### src/rtl/dom_sleep_ctrl.sv
module dom_sleep_ctrl #(
  parameter int WIN_W = 4,
  parameter int HS_CYC = 4,
  parameter logic [WIN_W-1:0] WIN_RST = 4
) (
  input  logic             clk,
  input  logic             rst_n,
  input  logic             cfg_we_i,
  input  logic [1:0]       cfg_mode_i,
  input  logic [WIN_W-1:0] cfg_win_i,
  input  logic [1:0]       cfg_fdiv_i,
  input  logic             cfg_sdiv_i,
  input  logic             tick_i,
  input  logic             bus_act_i,
  input  logic             wake_req_i,
  input  logic             tgt_req_i,
  output logic [1:0]       mode_o,
  output logic [WIN_W-1:0] win_o,
  output logic             clk_en_o,
  output logic             clkact_o,
  output logic [1:0]       idle_st_o,
  output logic             stby_o,
  output logic             gnt_o,
  output logic [3:0]       fdiv_ratio_o,
  output logic [4:0]       sdiv_ratio_o
);
  localparam int HS_W = $clog2(HS_CYC + 1);
  localparam logic [WIN_W-1:0] CNT_MAX = '1;

  typedef enum logic [2:0] {S_OFF, S_WAKE, S_ACT, S_SLP, S_ASLEEP} st_t;

  st_t              st_q, st_d;
  logic [1:0]       mode_q;
  logic [WIN_W-1:0] win_q, idle_q;
  logic [1:0]       fdiv_q;
  logic             sdiv_q;
  logic [HS_W-1:0]  hs_q;

  wire auto_m   = (mode_q == 2'd3);
  wire force_m  = (mode_q == 2'd2);
  wire busy     = bus_act_i | tgt_req_i | wake_req_i;
  wire wake_go  = force_m | wake_req_i | (auto_m & (bus_act_i | tgt_req_i));
  wire hs_done  = (hs_q == HS_W'(HS_CYC - 1));
  wire sleep_go = auto_m & ~busy & (idle_q >= win_q);

  always_comb begin
    st_d = st_q;
    case (st_q)
      S_OFF, S_ASLEEP: if (wake_go) st_d = S_WAKE;
      S_WAKE:          if (hs_done) st_d = S_ACT;
      S_ACT:           if (sleep_go) st_d = S_SLP;
      S_SLP: begin
        if (busy || !auto_m) st_d = S_WAKE;
        else if (hs_done)    st_d = S_ASLEEP;
      end
      default:         st_d = S_OFF;
    endcase
  end

  always_ff @(posedge clk or negedge rst_n) begin
    if (!rst_n) begin
      mode_q <= 2'd0;
      win_q  <= WIN_RST;
      fdiv_q <= 2'd0;
      sdiv_q <= 1'b0;
    end else if (cfg_we_i) begin
      mode_q <= cfg_mode_i;
      win_q  <= cfg_win_i;
      fdiv_q <= cfg_fdiv_i;
      sdiv_q <= cfg_sdiv_i;
    end
  end

  always_ff @(posedge clk or negedge rst_n) begin
    if (!rst_n) begin
      st_q   <= S_OFF;
      hs_q   <= '0;
      idle_q <= '0;
    end else begin
      st_q <= st_d;
      if (st_d != st_q || (st_q != S_WAKE && st_q != S_SLP)) hs_q <= '0;
      else                                                   hs_q <= hs_q + 1'b1;
      if (st_q != S_ACT || busy)           idle_q <= '0;
      else if (tick_i && idle_q != CNT_MAX) idle_q <= idle_q + 1'b1;
    end
  end

  always_comb begin
    case (st_q)
      S_ACT:           idle_st_o = 2'd0;
      S_WAKE, S_SLP:   idle_st_o = 2'd1;
      S_ASLEEP:        idle_st_o = 2'd2;
      default:         idle_st_o = 2'd3;
    endcase
  end

  assign mode_o       = mode_q;
  assign win_o        = win_q;
  assign clk_en_o     = (st_q == S_WAKE) || (st_q == S_ACT);
  assign clkact_o     = (st_q == S_WAKE) || (st_q == S_ACT) || (st_q == S_SLP);
  assign stby_o       = (st_q != S_ACT);
  assign gnt_o        = tgt_req_i && (st_q == S_ACT);
  assign fdiv_ratio_o = (fdiv_q >= 2'd2) ? 4'd8 : 4'd4;
  assign sdiv_ratio_o = sdiv_q ? 5'd16 : 5'd8;
endmodule


### config.mk
export PLATFORM = sky130hd
export DESIGN_NAME = dom_sleep_ctrl
export DESIGN_NICKNAME = d
export VERILOG_FILES = /design/src/rtl/dom_sleep_ctrl.sv
export SDC_FILE = /design/constraint.sdc
export NUM_CORES = 1
export LEC_CHECK = 0
export BUFFER_PORTS_ARGS = -buffer_cell sky130_fd_sc_hd__clkbuf_2
export CAP_MARGIN = 20
export CORE_ASPECT_RATIO = 1.2
export CORE_MARGIN = 2
export CORE_UTILIZATION = 45
export CTS_BUF_LIST = sky130_fd_sc_hd__clkbuf_4 sky130_fd_sc_hd__clkbuf_8
export DETAILED_ROUTE_END_ITERATION = 8
export PLACE_DENSITY = 0.78
export SLEW_MARGIN = 40
export SYNTH_ARGS = -nofsm -noshare
export SYNTH_HDL_FRONTEND = slang
export SYNTH_SLANG_ARGS = --single-unit
### constraint.sdc
create_clock -name clk -period 2.4 [get_ports clk]
set_input_delay 0 -clock clk [delete_from_list [all_inputs] [get_ports clk]]
set_output_delay 0 -clock clk [all_outputs]
set_load 0.01 [all_outputs]
Yosys cells after proc, flatten, opt, wreduce, memory -nomap -nowiden
Cells that the tools add are included.
- register bits after elaboration: 19
- input bits: 16
- output and inout port bits: 21
- add/subtract/negate cells: 2
- magnitude comparators: 2
- equality and inequality tests: 12
- mux-type cells: 12
- bitwise gates (word level): 8
- reduce and logical (&&, ||, !) cells: 13
- operators by type and width (kind ; number):
    3-bit 2-to-1 mux ; 6
    4-bit 2-to-1 mux ; 3
    3-bit one-hot mux with 4 select lines ; 1
    3-bit by 2-bit equality test with 1-bit output, second input constant ; 3
    3-bit by 2-bit != test with 1-bit output, second input constant ; 2
    2-bit one-hot mux with 3 select lines ; 1
    1-bit logical OR ; 5
    5-bit 2-to-1 mux ; 1
    4-bit by 1-bit adder with 4-bit output, second input constant ; 1
    2-bit equality test, second input constant ; 2
    4-bit >= comparator ; 1
    4-bit != test, second input constant ; 1
    1-bit bitwise OR ; 4
    2-bit OR reduction ; 2
    3-bit by 1-bit adder with 3-bit output, second input constant ; 1
    1-bit AND ; 3
    3-bit by 1-bit equality test with 1-bit output, second input constant ; 1
    3-bit equality test, second input constant ; 1
    1-bit logical AND ; 3
    3-bit zero test ; 1
    3-bit by 1-bit != test with 1-bit output, second input constant ; 1
    3-bit != test ; 1
    2-bit >= comparator, second input constant ; 1
    2-bit nonzero test ; 1
    2 further kinds ; 2

Depth between registers and ports, before layout
- depth in word-level cells: 10
- mapped depth: 6
- gate-level depth less buffers: 6

Worst setup path before layout
OpenSTA, ideal clock, no wires.
- path type: flip-flop to flip-flop
- start point: reg win_q[2] (netlist: win_o[2])
- end point: reg st_q[0]
- data arrival time: 1.521 ns
- slack: 0.799 ns
- stages on the path, launching flop included: 7
- buffers on the path: 0
- cells stage by stage: dfstp_2 > inv_1 > ha_1 > o21a_1 > nor2_1 > or4_1 > o211ai_2
- cells in the longest elaborated chain, start to end: 4
- ends and longest elaborated chain (item ; line ; text):
    start: declaration ; 34 ; logic [WIN_W-1:0] win_q, idle_q;
    start signal: assignment ; 68 ; win_q <= cfg_win_i;
    4-bit >= comparator ; 44 ; wire sleep_go = auto_m & ~busy & (idle_q >= win_q);
    1-bit AND ; 44 ;
    3-bit 2-to-1 mux ; 51 ; S_ACT: if (sleep_go) st_d = S_SLP;
    3-bit one-hot mux with 4 select lines ; 48 ; case (st_q)
    net st_d[0] ; 32 ; st_t st_q, st_d;
    end signal: assignment ; 80 ; st_q <= st_d;
    end: declaration ; 32 ;
The timed path passes the listed nets, and every way through them passes these cells.
A chain may end at the register's enable or synchronous reset.

Worst setup path in the final report
Ends and elaborated chain as after synthesis.

==> flow_summary.ini <==
[run_status]
status = finished, final reports clean

[sta]
whs_ns = 0.0287
setup-violations-final = 0
timing.final.hold_violations = 0
finalCriticalPeriod_ns = 1.64
drv_slew = 0
timing.fmax_mhz = 609
timing.final.ws_setup_ns = 0.757
tns_ns = 0
fin_crit_sh_pct = 68.5
clock_skew_ns = 0.00758
rsz0062_at_grt = false

[power_and_ir_drop]
p_leak_nw = 0.666
total_power_mw = 0.882
ir_drop_v = 0.000426
power_density_mw_per_mm2 = 679

[layout]
drive_above_1_share_pct = 30.3
layout_commonest_cell = clkbuf_2
fin_util_pct = 62.0
regArea_um2 = 452
layout.nets = 169
final_cell_mix = clkbuf_2 (30), dfrtp_1 (17), nand2_1 (11)
num-fill-cells = 192
stdcell_count = 175
area_growth_syn_to_layout_pct = 26.9
diodes = 0
multiInputGateArea_um2 = 482
postLayoutCellArea_mm2 = 0.00130

[floorplanning]
start_util_pct = 48.9
die-area_mm2 = 0.00267
die_x_um = 47.5
coreArea_mm2 = 0.00209
io_pins = 37
rows = 18
dieHeight_um = 56.2

[placed_design]
hpwl_mm = 1.48
place_ws_ns = 0.785
placed_cell_area_mm2 = 0.00116
gp_congestion = 0.746
portBuffers = 30
numPlacedInstances = 161

[synth]
syn_area_mm2 = 0.00102
yosys.area.top_type = dfrtp_1
synthTopCellsByArea = dfrtp_1 (42%), ha_1 (8.6%), buf_4 (5.1%)
synthMuxAreaShare_pct = 3.30
synth_seq_cells = 18
synth_top_area_share_pct = 41.6
synth_edf_count = 0
ys_types = 32
synth-xor-area-share_pct = 3.42
synth.avg_cell_area_um2 = 9.57
synth-seq-area-share_pct = 44.1
synth_compound_gate_area_share_pct = 10.3
yosysWarnings = 0
synth_ff_type = dfrtp_1
synth-simple-area-share_pct = 19.7
syn_inst = 107
async_flop_share_pct = 100
synthAdderAreaFrac_pct = 8.56
synth_top_family_by_area = simple AND/OR/NAND/NOR gates

[detailed_routing]
vias_per_cell = 4.78
drt_iter0_markers = 8
avgRoutedWirePerCell_um = 11.1
ant_nets = 0
dr_total_vias = 837
drc = 0
drt_pass1_iterations = 4
routed_wl_mm = 1.94

[setup_path]
worstPathRequired_ns = 2.62
end_kind = register
worstPathArrival_ns = 1.86
r2r_cells = 6
crit_fanout = 2
rrSetupSlack_ns = 0.76
rr_startpoint = win_o[2]
r2r_end = st_q[0]
critPathKind = reg -> reg
start_kind = register

[global_route]
grt-ovfl-total = 0
grt_pass1_vias = 851
grt_antenna_before_repair = 0
grt_max_degree = 19
grt_use_total_pct = 16.8
grt_pass1_wl_mm = 3.34

[min_path]
worstHoldEndpoint = st_q[2]
hold_depth = 4
min_path_type = in -> reg
min_from = wake_req_i

[clocking]
cts_max_level = 1
clkSinkCount = 18
tritoncts = yes
post_cts_resize_count = 0
cts_buffer_depth = 2
post_cts_buffers = 0
cts_root_buf = clkbuf_4
numCtsBuffers = 3
clkTransAtPathRegs_ns = 0.10
clock_latency_ns = 0.29

[job]
max_cap_violations = 0
-- how the worst max path moves through the flow --
stage,start,to,slack [ns],cells past startpoint
finish,win_o[2],st_q[0],0.76,6
global route,idle_q[0],st_q[0],0.68,6
CTS,win_o[2],st_q[0],0.76,6
detailed placement,win_o[2],st_q[0],0.79,6
global placement,win_o[2],st_q[0],0.80,6
floorplan,win_o[2],st_q[0],0.80,6
-- synthesized netlist by cell type, types with 3 or more instances --
cell / number
dfrtp_1: 17
nand2_1: 11
inv_1: 10
nor2_1: 10
buf_4: 7
ha_1: 7
nand3_1: 6
o21ai_0: 5
a21oi_1: 3
clkbuf_1: 3
mux2_2: 3
nand2b_1: 3
xor2_1: 3
-- layout make-up --
cell class              instances  share of cell area, %
multi-input cells              72                   37.1
clock buffers                   4                   2.79
well taps                      30                   2.89
flip-flops and latches         18                   34.8
repair buffers                 40                   19.3
inverters                      11                   3.18
-- cells by family after synthesis --
kind of cell             count (synthesis)
AND/OR/NAND/NOR                         38
buffers and inverters                   21
flip-flops                              18
AO/OA/AOI/OAI                           15
adder cells (fa/ha/maj)                  7
XOR/XNOR                                 4
multiplexers                             3
other                                    1
-- critical path, cell delays in order (launching register included) --
cell,delay (ns)
dfstp_2,0.55
inv_1,0.05
ha_1,0.27
o21a_1,0.10
nor2_1,0.03
or4_1,0.48
o211ai_2,0.09
-- layer usage --
| metal | vias to the layer above | global-route usage [%] | part of all wire (%) |
|---|---|---|---|
| met3 | 4 | 1.95 | 3.4 |
| met5 | - | 0 | 0 |
| met2 | 18 | 29.5 | 54 |
| met1 | 393 | 18.9 | 41 |
| li1 | 422 | - | - |
| met4 | 0 | 7.72 | 1.5 |
-- sequential cells by signal (all words and copies together) (netlist names) --
name	count
idle_q	4
win_o	4
hs_q	3
st_q	3
mode_o	2
fdiv_q	1
sdiv_q	1
-- where the power goes --
part           switching, mW  internal (mW)
logic                  0.159          0.142
clock network         0.0909         0.0925
registers             0.0470          0.351
-- timing repair --
item / CTS / global route
endpoints found under the setup margin: 0 / 0
endpoints found under the hold margin: 27 / 0
hold buffers: 10 / 0
(Power assumes the default switching activity.)
